--- src/rtl/eep_host_pkg.sv ---
package eep_host_pkg;

  typedef enum logic [2:0] {
    OP_READ  = 3'd0,
    OP_WRITE = 3'd1,
    OP_ERASE = 3'd2,
    OP_WEN   = 3'd3,
    OP_WDIS  = 3'd4
  } eep_op_e;

  typedef enum logic [2:0] {
    ST_IDLE,
    ST_TX,
    ST_RX,
    ST_GAP,
    ST_POLL,
    ST_DONE
  } eep_st_e;

  function automatic logic [1:0] op_code(input logic [2:0] op);
    case (op)
      OP_READ:  op_code = 2'b10;
      OP_WRITE: op_code = 2'b01;
      OP_ERASE: op_code = 2'b11;
      default:  op_code = 2'b00;
    endcase
  endfunction

endpackage

--- src/rtl/eep_sclk_gen.sv ---
module eep_sclk_gen #(
  parameter int unsigned HALF = 25
) (
  input  logic clk_i,
  input  logic rst_ni,
  input  logic en_i,
  output logic sclk_o,
  output logic rise_o,
  output logic fall_o
);
  localparam int unsigned CW = (HALF > 1) ? $clog2(HALF) : 1;

  logic [CW-1:0] cnt_q;
  logic          sclk_q;
  logic          wrap;

  assign wrap   = en_i && (cnt_q == CW'(HALF - 1));
  assign rise_o = wrap && !sclk_q;
  assign fall_o = wrap && sclk_q;
  assign sclk_o = sclk_q;

  always_ff @(posedge clk_i or negedge rst_ni) begin
    if (!rst_ni) begin
      cnt_q  <= '0;
      sclk_q <= 1'b0;
    end else if (!en_i) begin
      cnt_q  <= '0;
      sclk_q <= 1'b0;
    end else if (wrap) begin
      cnt_q  <= '0;
      sclk_q <= ~sclk_q;
    end else begin
      cnt_q  <= cnt_q + CW'(1);
    end
  end

endmodule

--- src/rtl/eep_rx_word.sv ---
module eep_rx_word #(
  parameter int unsigned W = 16
) (
  input  logic         clk_i,
  input  logic         rst_ni,
  input  logic         clr_i,
  input  logic         shift_i,
  input  logic         bit_i,
  output logic         valid_o,
  output logic [W-1:0] data_o
);
  localparam int unsigned CW = $clog2(W);

  logic [W-2:0]  sh_q;
  logic [CW-1:0] cnt_q;
  logic          valid_q;
  logic [W-1:0]  data_q;

  always_ff @(posedge clk_i or negedge rst_ni) begin
    if (!rst_ni) begin
      sh_q    <= '0;
      cnt_q   <= '0;
      valid_q <= 1'b0;
      data_q  <= '0;
    end else begin
      valid_q <= 1'b0;
      if (clr_i) begin
        cnt_q <= '0;
      end else if (shift_i) begin
        sh_q <= {sh_q[W-3:0], bit_i};
        if (cnt_q == CW'(W - 1)) begin
          cnt_q   <= '0;
          valid_q <= 1'b1;
          data_q  <= {sh_q, bit_i};
        end else begin
          cnt_q <= cnt_q + CW'(1);
        end
      end
    end
  end

  assign valid_o = valid_q;
  assign data_o  = data_q;

endmodule

--- src/rtl/eep_dcnt.sv ---
module eep_dcnt #(
  parameter int unsigned W = 8
) (
  input  logic         clk_i,
  input  logic         rst_ni,
  input  logic         load_i,
  input  logic [W-1:0] val_i,
  output logic         zero_o
);
  logic [W-1:0] cnt_q;

  always_ff @(posedge clk_i or negedge rst_ni) begin
    if (!rst_ni)              cnt_q <= '0;
    else if (load_i)          cnt_q <= val_i;
    else if (cnt_q != '0)     cnt_q <= cnt_q - W'(1);
  end

  assign zero_o = (cnt_q == '0);

endmodule

--- src/rtl/eep_host.sv ---
module eep_host
  import eep_host_pkg::*;
#(
  parameter int unsigned ADDR_W     = 8,
  parameter int unsigned WORD_W     = 16,
  parameter int unsigned CNT_W      = 4,
  parameter int unsigned CLK_DIV    = 25,
  parameter int unsigned CS_GAP     = 25,
  parameter int unsigned POLL_LIMIT = 600000
) (
  input  logic              clk_i,
  input  logic              rst_ni,
  input  logic              req_valid_i,
  input  logic [2:0]        req_op_i,
  input  logic [ADDR_W-1:0] req_addr_i,
  input  logic [WORD_W-1:0] req_wdata_i,
  input  logic [CNT_W-1:0]  req_count_i,
  output logic              busy_o,
  output logic              done_o,
  output logic              err_o,
  output logic              rd_valid_o,
  output logic [WORD_W-1:0] rd_data_o,
  output logic              mem_cs_o,
  output logic              mem_sclk_o,
  output logic              mem_mosi_o,
  input  logic              mem_miso_i
);
  localparam int unsigned FRAME_W = 3 + ADDR_W + WORD_W;
  localparam int unsigned CMD_W   = 3 + ADDR_W;
  localparam int unsigned BIT_W   = $clog2(FRAME_W + 1);
  localparam int unsigned RX_MAX  = WORD_W * ((1 << CNT_W) - 1);
  localparam int unsigned RX_W    = $clog2(RX_MAX + 1);
  localparam int unsigned TMR_MAX = (POLL_LIMIT > CS_GAP) ? POLL_LIMIT : CS_GAP;
  localparam int unsigned TMR_W   = $clog2(TMR_MAX + 1);

  eep_st_e              st_q;
  logic [2:0]           op_q;
  logic [FRAME_W-1:0]   tx_q;
  logic [BIT_W-1:0]     bits_q;
  logic [RX_W-1:0]      rx_left_q;
  logic                 prog_q, wen_q, err_q, cs_q;

  logic                 sclk_en, rise, fall;
  logic                 tmr_load, tmr_zero;
  logic [TMR_W-1:0]     tmr_val;

  logic [FRAME_W-1:0]   frame_d;
  logic [BIT_W-1:0]     len_d;
  logic [RX_W-1:0]      nwords_d, rx_left_d;
  logic                 op_ok, op_prog;
  logic                 tx_end, rx_end, poll_exit, to_gap, to_poll;

  // request decode
  assign op_ok   = (req_op_i <= OP_WDIS);
  assign op_prog = (req_op_i == OP_WRITE) || (req_op_i == OP_ERASE);

  always_comb begin
    frame_d = '0;
    frame_d[FRAME_W-1] = 1'b1;
    frame_d[FRAME_W-2 -: 2] = op_code(req_op_i);
    case (req_op_i)
      OP_WEN:  frame_d[FRAME_W-4 -: ADDR_W] = {2'b11, {(ADDR_W-2){1'b0}}};
      OP_WDIS: frame_d[FRAME_W-4 -: ADDR_W] = '0;
      default: frame_d[FRAME_W-4 -: ADDR_W] = req_addr_i;
    endcase
    if (req_op_i == OP_WRITE) frame_d[WORD_W-1:0] = req_wdata_i;
    len_d = (req_op_i == OP_WRITE) ? BIT_W'(FRAME_W) : BIT_W'(CMD_W);
  end

  assign nwords_d  = (req_count_i == '0) ? RX_W'(1) : RX_W'(req_count_i);
  assign rx_left_d = nwords_d * RX_W'(WORD_W);

  // phase transitions
  assign tx_end    = (st_q == ST_TX) && fall && (bits_q == BIT_W'(1));
  assign rx_end    = (st_q == ST_RX) && fall && (rx_left_q == RX_W'(1));
  assign poll_exit = (st_q == ST_POLL) && (mem_miso_i || tmr_zero);
  assign to_gap    = (tx_end && (op_q != OP_READ)) || rx_end || poll_exit;
  assign to_poll   = (st_q == ST_GAP) && tmr_zero && prog_q;
  assign tmr_load  = to_gap || to_poll;
  assign tmr_val   = to_poll ? TMR_W'(POLL_LIMIT - 1) : TMR_W'(CS_GAP - 1);
  assign sclk_en   = (st_q == ST_TX) || (st_q == ST_RX);

  eep_sclk_gen #(.HALF(CLK_DIV)) u_sclk (
    .clk_i  (clk_i),
    .rst_ni (rst_ni),
    .en_i   (sclk_en),
    .sclk_o (mem_sclk_o),
    .rise_o (rise),
    .fall_o (fall)
  );

  eep_dcnt #(.W(TMR_W)) u_tmr (
    .clk_i  (clk_i),
    .rst_ni (rst_ni),
    .load_i (tmr_load),
    .val_i  (tmr_val),
    .zero_o (tmr_zero)
  );

  eep_rx_word #(.W(WORD_W)) u_rx (
    .clk_i   (clk_i),
    .rst_ni  (rst_ni),
    .clr_i   ((st_q == ST_IDLE) && req_valid_i),
    .shift_i ((st_q == ST_RX) && fall),
    .bit_i   (mem_miso_i),
    .valid_o (rd_valid_o),
    .data_o  (rd_data_o)
  );

  always_ff @(posedge clk_i or negedge rst_ni) begin
    if (!rst_ni) begin
      st_q      <= ST_IDLE;
      op_q      <= '0;
      tx_q      <= '0;
      bits_q    <= '0;
      rx_left_q <= '0;
      prog_q    <= 1'b0;
      wen_q     <= 1'b0;
      err_q     <= 1'b0;
      cs_q      <= 1'b0;
    end else begin
      case (st_q)
        ST_IDLE: if (req_valid_i) begin
          op_q  <= req_op_i;
          err_q <= 1'b0;
          if (!op_ok || (op_prog && !wen_q)) begin
            err_q <= 1'b1;
            st_q  <= ST_DONE;
          end else begin
            tx_q      <= frame_d;
            bits_q    <= len_d;
            rx_left_q <= rx_left_d;
            prog_q    <= op_prog;
            cs_q      <= 1'b1;
            st_q      <= ST_TX;
          end
        end
        ST_TX: if (fall) begin
          if (bits_q == BIT_W'(1)) begin
            // the device output now holds the read dummy; it is not sampled
            if (op_q == OP_WEN)  wen_q <= 1'b1;
            if (op_q == OP_WDIS) wen_q <= 1'b0;
            if (op_q == OP_READ) begin
              st_q <= ST_RX;
            end else begin
              cs_q <= 1'b0;
              st_q <= ST_GAP;
            end
          end else begin
            tx_q   <= {tx_q[FRAME_W-2:0], 1'b0};
            bits_q <= bits_q - BIT_W'(1);
          end
        end
        ST_RX: if (fall) begin
          rx_left_q <= rx_left_q - RX_W'(1);
          if (rx_left_q == RX_W'(1)) begin
            cs_q   <= 1'b0;
            prog_q <= 1'b0;
            st_q   <= ST_GAP;
          end
        end
        ST_GAP: if (tmr_zero) begin
          if (prog_q) begin
            cs_q <= 1'b1;
            st_q <= ST_POLL;
          end else begin
            st_q <= ST_DONE;
          end
        end
        ST_POLL: if (mem_miso_i || tmr_zero) begin
          if (!mem_miso_i) err_q <= 1'b1;
          cs_q   <= 1'b0;
          prog_q <= 1'b0;
          st_q   <= ST_GAP;
        end
        ST_DONE: st_q <= ST_IDLE;
        default: st_q <= ST_IDLE;
      endcase
    end
  end

  assign busy_o     = (st_q != ST_IDLE);
  assign done_o     = (st_q == ST_DONE);
  assign err_o      = done_o && err_q;
  assign mem_cs_o   = cs_q;
  assign mem_mosi_o = (st_q == ST_TX) && tx_q[FRAME_W-1];

  logic unused_rise;
  assign unused_rise = rise;

endmodule

--- config.mk ---
export PLATFORM = sky130hd
export DESIGN_NAME = eep_host
export DESIGN_NICKNAME = d
export VERILOG_FILES = /design/src/rtl/eep_host_pkg.sv /design/src/rtl/eep_sclk_gen.sv /design/src/rtl/eep_rx_word.sv /design/src/rtl/eep_dcnt.sv /design/src/rtl/eep_host.sv
export SDC_FILE = /design/constraint.sdc
export NUM_CORES = 1
export LEC_CHECK = 0
export BUFFER_PORTS_ARGS = -buffer_cell sky130_fd_sc_hd__clkbuf_2
export CAP_MARGIN = 10
export CORE_UTILIZATION = 50
export CTS_BUF_LIST = sky130_fd_sc_hd__clkbuf_16
export DETAILED_ROUTE_END_ITERATION = 10
export MAX_ROUTING_LAYER = met4
export PLACE_DENSITY = 0.75
export SLEW_MARGIN = 20
export SYNTH_ARGS = -nofsm -noshare
export SYNTH_HDL_FRONTEND = slang
export SYNTH_HIERARCHICAL = 1
export SYNTH_SLANG_ARGS = --single-unit
--- constraint.sdc ---
create_clock -name clk_i -period 3.35 [get_ports clk_i]
set_input_delay 0.5025 -clock clk_i [delete_from_list [all_inputs] [get_ports clk_i]]
set_output_delay 0.5025 -clock clk_i [all_outputs]
set_load 0.01 [all_outputs]
==> metrics.txt, run 1 <==
run status finished, final reports clean; # DRC 0; CP Cell Sequence or3_1, or4_4, nor2_8, nor2_1, o221a_2, o21ai_1, buf_4, a211oi_1, a21o_1; Vias roughly 4200; clock slew at reported path FFs approximately 0.070 ns; final net count roughly 640; DP Cell Count between 700 and 800; Root Buffer clkbuf_16; number of global-route vias before repair between 4000 and 5000; worst endpoint required time ~3.6 ns; CTS tree built; Mapped Area about 0.0057 sq mm; slew margin rel. 0.479; Hold WS about 0.15 ns; total negative slack 0 ns; Hold/Removal Path Class in2async; first-pass GRT wire length 19200 um; Crit-path slowest cell or4_4; critical path class reg2reg; RSZ-0062 raised after global routing no; post-CTS resize count 0; Antenna diodes 0; worst skew pair latency about 0.35 ns; CTS Hold Buffers Added 0; Row Count 38; Die X-Extent roughly 110 um; Area after DPL slightly above 0.006 sq mm; IO Port Bufs 57; largest net degree at the start of global routing 70; Worst Max-Slew Pin Slew approximately 0.77 ns; number of antenna violations at the first check in global routing 0; post-route cell area approximately 0.0065 sq mm; Initial Util 0.520; routed len/inst 15.3 um; DIE HEIGHT roughly 110 um; Critical Path End Type flop; min Tclk post-route between 2 and 3 ns; Final WS setup between 0.6 and 0.7 ns; Gate Count Post-Synth between 500 and 600; CTS max path bufs 2; die area around 0.012 sq mm; fin crit share 0.804; grt ovf 0; Routed WL ~11000 um; most common cell after layout, fill and taps aside dfrtp_1; layout cells sized above 1 0.270; max-cap check violation count 0; syn_area_per_cell approximately 11 sq um; R2R Setup Slk 0.66 ns; Detailed Routing Iterations Pass 1 5; post-DP HPWL 7960 um; htree depth 3; drt via density 5.64; IO Count 58; First DRT Iteration DRCs between 200 and 250; TritonCTS sink count roughly 110; number of buffers created by CTS 9; Worst Skew ~0.010 ns; Setup Viol. Count Final 0; GRT Total Usage 0.214; critical path startpoint category flop; GP Congestion 0.853; core area about 0.011 sq mm; Synth warnings 6; WP data arrival 2.94 ns; Placement Setup Slack about 0.65 ns; Detail Route Antenna Nets 0; Non-Filler Instances 740; Layout area overhead 13.5%; Post-CTS Setup Bufs 0; leakage 3.07 nW; crit-path max cell delay roughly 0.55 ns; Fmax achieved about 370 MHz; PD cells 446 mW/mm^2; peak supply drop ~270 uV; most frequent cells in the layout dfrtp_1 (112), clkbuf_2 (56), nand2_1 (46); Final Hold Viols 0; worst-path maximum fanout 17; max-slew violation count 0
-- metal layers --
layer	part of all wire	global-route usage
met1	0.45	0.260
met2	0.50	0.358
met3	0.037	0.0424
met4	0.012	0.0695
met5	0	-
-- sequential cells by signal (all words and copies together), names as in the netlist --
signal,count
bits_q,5
err_q,1
mem_cs_o,1
op_q,3
prog_q,1
rx_left_q,8
st_q,3
tx_q,27
u_rx/cnt_q,4
u_rx/data_o,16
u_rx/sh_q,15
u_rx/valid_o,1
u_sclk/cnt_q,5
u_sclk/sclk_o,1
u_tmr/cnt_q,20
wen_q,1
-- report_power, final --
group	internal (mW)	switching [mW]	leakage (nW)	total, mW
combinational	0.137	0.141	1.53	0.277
sequential	1.45	0.108	1.40	1.55
clock	0.522	0.522	0.138	1.04
total	2.10	0.770	3.07	2.87
-- final cells by class --
cell class	instances	area, sq um
inverters	27	101
fillers	937	4480
well taps	140	175
clock buffers	9	225
flip-flops and latches	112	2800
repair buffers	73	420
clock inverters	7	62.6
multi-input cells	372	2660
-- per-stage QoR --
stage | total power, mW | utilization
after floorplan | 1.75 | -
after global placement | 1.84 | 0.564
after detailed placement | 1.86 | 0.564
after CTS | 2.91 | 0.590
after global routing | 3.01 | 0.590
final | 2.87 | 0.590
-- worst max-delay path, delay by kind of cell (launching register included) --
kind,cells,cell delay (ns)
AOI/OAI and AO/OA,4,0.66
DFF,1,0.40
and+or+nand+nor,4,1.28
buffers and inverters,1,0.25
-- worst paths after layout --
kind	from	to	depth (start not counted)
max reg2reg	u_tmr/cnt_q[17]$_DFFE_PN0P_	u_tmr/cnt_q[6]$_DFFE_PN0P_	9
min reg2reg	tx_q[13]$_DFFE_PN0P_	tx_q[14]$_DFFE_PN0P_	2
min	rst_ni	u_tmr/cnt_q[7]$_DFFE_PN0P_	1
min in group clk_i	req_wdata_i[0]	tx_q[0]$_DFFE_PN0P_	2
max in group asynchronous	rst_ni	st_q[1]$_DFFE_PN0P_	2
max	u_tmr/cnt_q[17]$_DFFE_PN0P_	u_tmr/cnt_q[6]$_DFFE_PN0P_	9
No activity file was read; power rests on OpenSTA's default activity.
==> run 2, diff against run 1 <==
--- a/config.mk
+++ b/config.mk
@@ -5,13 +5,14 @@
 export SDC_FILE = /design/constraint.sdc
 export NUM_CORES = 1
 export LEC_CHECK = 0
+export ABC_AREA = 1
 export BUFFER_PORTS_ARGS = -buffer_cell sky130_fd_sc_hd__clkbuf_2
 export CAP_MARGIN = 10
 export CORE_UTILIZATION = 50
 export CTS_BUF_LIST = sky130_fd_sc_hd__clkbuf_16
 export DETAILED_ROUTE_END_ITERATION = 10
 export MAX_ROUTING_LAYER = met4
-export PLACE_DENSITY = 0.75
+export PLACE_DENSITY = 0.78
 export SLEW_MARGIN = 20
 export SYNTH_ARGS = -nofsm -noshare
 export SYNTH_HDL_FRONTEND = slang
==> constraint.sdc (replaced) <==
create_clock -name clk_i -period 2.3 [get_ports clk_i]
set_input_delay 0.345 -clock clk_i [delete_from_list [all_inputs] [get_ports clk_i]]
set_output_delay 0.345 -clock clk_i [all_outputs]
set_load 0.01 [all_outputs]
==> run 2 against run 1 <==
Net effect:
- the run now ends with setup timing left
- fmax increased by 15%
- critical endpoint is now u_tmr/cnt_q[0]$_DFFE_PN0P_
- via count increased by 27%
- core utilization increased by 1.8 points
- routed wire length increased by 13%
- clock power increased by 46%
- power increased by 53%
- first-iteration DRC count increased by 65%
- area after synthesis increased by 7.7%
- worst hold slack improved by 0.092 ns
- clock-buffer cell count unchanged
- global-route usage increased by 0.91 points
- design area increased by 13%
==> metrics.txt, run 2 <==
run status finished, violations left; failing checks setup timing; fin crit share 1.02; Flop pwr share 0.501; Crit-path slowest cell dfrtp_1; die area approximately 0.013 sq mm; fillers 1020; max-slew violation count 0; critical path startpoint category flop; most common cell after layout, fill and taps aside nand2_1; Critical Path End Type flop; Internal Pwr Total between 3 and 4 mW; core area ~0.012 sq mm; Hold/Removal Path Class in2reg; GP Congestion around 0.90; layout cells sized above 1 0.232; WP data arrival 2.62 ns; Fmax achieved 428 MHz; most frequent cells in the layout nand2_1 (273), dfrtp_1 (112), inv_1 (62); max reg flops 27; sw power between 1 and 1.5 mW; leakage 3.77 nW; critical path's top delay family simple AND/OR/NAND/NOR gates; Non-Filler Instances a little over 1000; critical path class reg2reg; min Tclk post-route about 2.3 ns; Final WS setup -0.0362 ns; max-cap check violation count 0; number of antenna violations at the first check in global routing 0; worst endpoint required time 2.59 ns; total negative slack -0.150 ns; Antenna diodes 0; DIE HEIGHT 113 um; RSZ-0062 raised after global routing yes; peak supply drop 449 uV; Routed WL 12800 um; Vias approximately 5300; sw frac 0.295; IO Port Bufs 57; Layout area overhead 18.9%; post-route cell area 0.00728 sq mm; Core Util, Final 0.608; clock slew at reported path FFs ~0.070 ns; clock share of power 0.345; worst skew pair latency ~0.36 ns; drt via density between 5 and 6; first-pass GRT wire length 22000 um; Gate Count Post-Synth ~780; Combinational Power Share 0.154; htree depth 3; CTS tree built; largest net degree at the start of global routing 65; DP Cell Count between 1000 and 1500; worst-path maximum fanout 5; Worst Skew 0.00757 ns; R2R Setup Slk -0.04 ns; Final Hold Viols 0; crit-path max cell delay 0.40 ns; routed len/inst 12.4 um; Synth warnings 6; Die X-Extent between 100 and 150 um; Detailed Routing Iterations Pass 1 5; First DRT Iteration DRCs 389; GRT Total Usage 0.223; Hold WS 0.241 ns; CP Cell Sequence inv_2, ha_4, nand2_4, nor4_2, and3_1, buf_4, nor2_1, nand3b_1, nor2_4, nand3_2, nand2_4, buf_6, nand2_1, o21ai_1, nand2_1, o21ai_1; Area after DPL 0.00678 sq mm; number of global-route vias before repair 4921; IO Count 58; Detail Route Antenna Nets 0; Setup Viol. Count Final 15; Most flops, register tx_q; # DRC 0; Row Count 40; Initial Util 0.512; post-DP HPWL 8610 um; grt ovf 0; Root Buffer clkbuf_16; TritonCTS sink count 112; final net count around 900; CTS max path bufs 2; Mapped Area a little over 0.006 sq mm; syn_area_per_cell 7.86 sq um; Buf/Inv on CP 3; PD cells between 600 and 700 mW/mm^2; number of buffers created by CTS 9
run 2: worst paths after layout:
| kind | from | endpoint | depth (start not counted) |
|---|---|---|---|
| setup / recovery | u_tmr/cnt_q[1]$_DFFE_PN0P_ | u_tmr/cnt_q[0]$_DFFE_PN0P_ | 16 |
| hold / removal | req_wdata_i[0] | tx_q[0]$_DFFE_PN0P_ | 3 |
| setup reg to reg | u_tmr/cnt_q[1]$_DFFE_PN0P_ | u_tmr/cnt_q[0]$_DFFE_PN0P_ | 16 |
| hold reg to reg | tx_q[21]$_DFFE_PN0P_ | tx_q[21]$_DFFE_PN0P_ | 2 |
| max in group asynchronous | rst_ni | u_rx/sh_q[5]$_DFFE_PN0P_ | 3 |
| min in group asynchronous | rst_ni | tx_q[21]$_DFFE_PN0P_ | 2 |
run 2: area by class of cell:
type	instances	area [sq um]	share of cell area
multi-input combinational	576	2970	0.409
sequential	112	2800	0.385
clock buffer	9	225	0.0310
clock inverter	7	57.6	0.00791
timing repair buffer	108	738	0.101
tap	147	184	0.0253
inverter	76	295	0.0406
run 2: repair_timing:
action / 4_1_cts / 5_1_grt
resized for setup: 4 / 25
hold endpoints to repair: 8 / 0
buffers inserted: 7 / 8
hold buffers: 1 / 0
pin swaps: 5 / 20
cloned: 0 / 1
setup endpoints to repair: 18 / 38
run 2: routing by layer:
metal	up-vias	wire, um	GRT usage
met2	116	5890	0.355
met1	2444	6110	0.285
li1	2691	-	-
met4	0	312	0.0818
met5	-	0	-
met3	34	506	0.0400
run 2: worst register-to-register path, stage by stage (launching register included):
cell and delay, ns:
dfrtp_1 0.40, inv_2 0.09, ha_4 0.15, nand2_4 0.05, nor4_2 0.24, and3_1 0.22
buf_4 0.12, nor2_1 0.04, nand3b_1 0.21, nor2_4 0.14, nand3_2 0.09, nand2_4 0.12
buf_6 0.11, nand2_1 0.06, o21ai_1 0.09, nand2_1 0.06, o21ai_1 0.07
run 2: stage by stage:
step,power (mW),setup WS [ns]
finish,4.40,-0.0362
global route,4.61,-0.201
detailed placement,2.88,-0.0528
global placement,2.86,-0.00959
CTS,4.39,0.0453
floorplan,2.62,-0.0858
run 2: power by group through the flow:
| stage | combinational, mW | sequential (mW) | clock (mW) |
|---|---|---|---|
| 2_1_floorplan | 0.405 | 2.21 | 0 |
| 3_3_place_gp | 0.630 | 2.23 | 0 |
| 3_5_place_dp | 0.642 | 2.24 | 0 |
| 4_1_cts | 0.646 | 2.20 | 1.55 |
| 5_1_grt | 0.769 | 2.22 | 1.62 |
| 6_report | 0.680 | 2.21 | 1.52 |
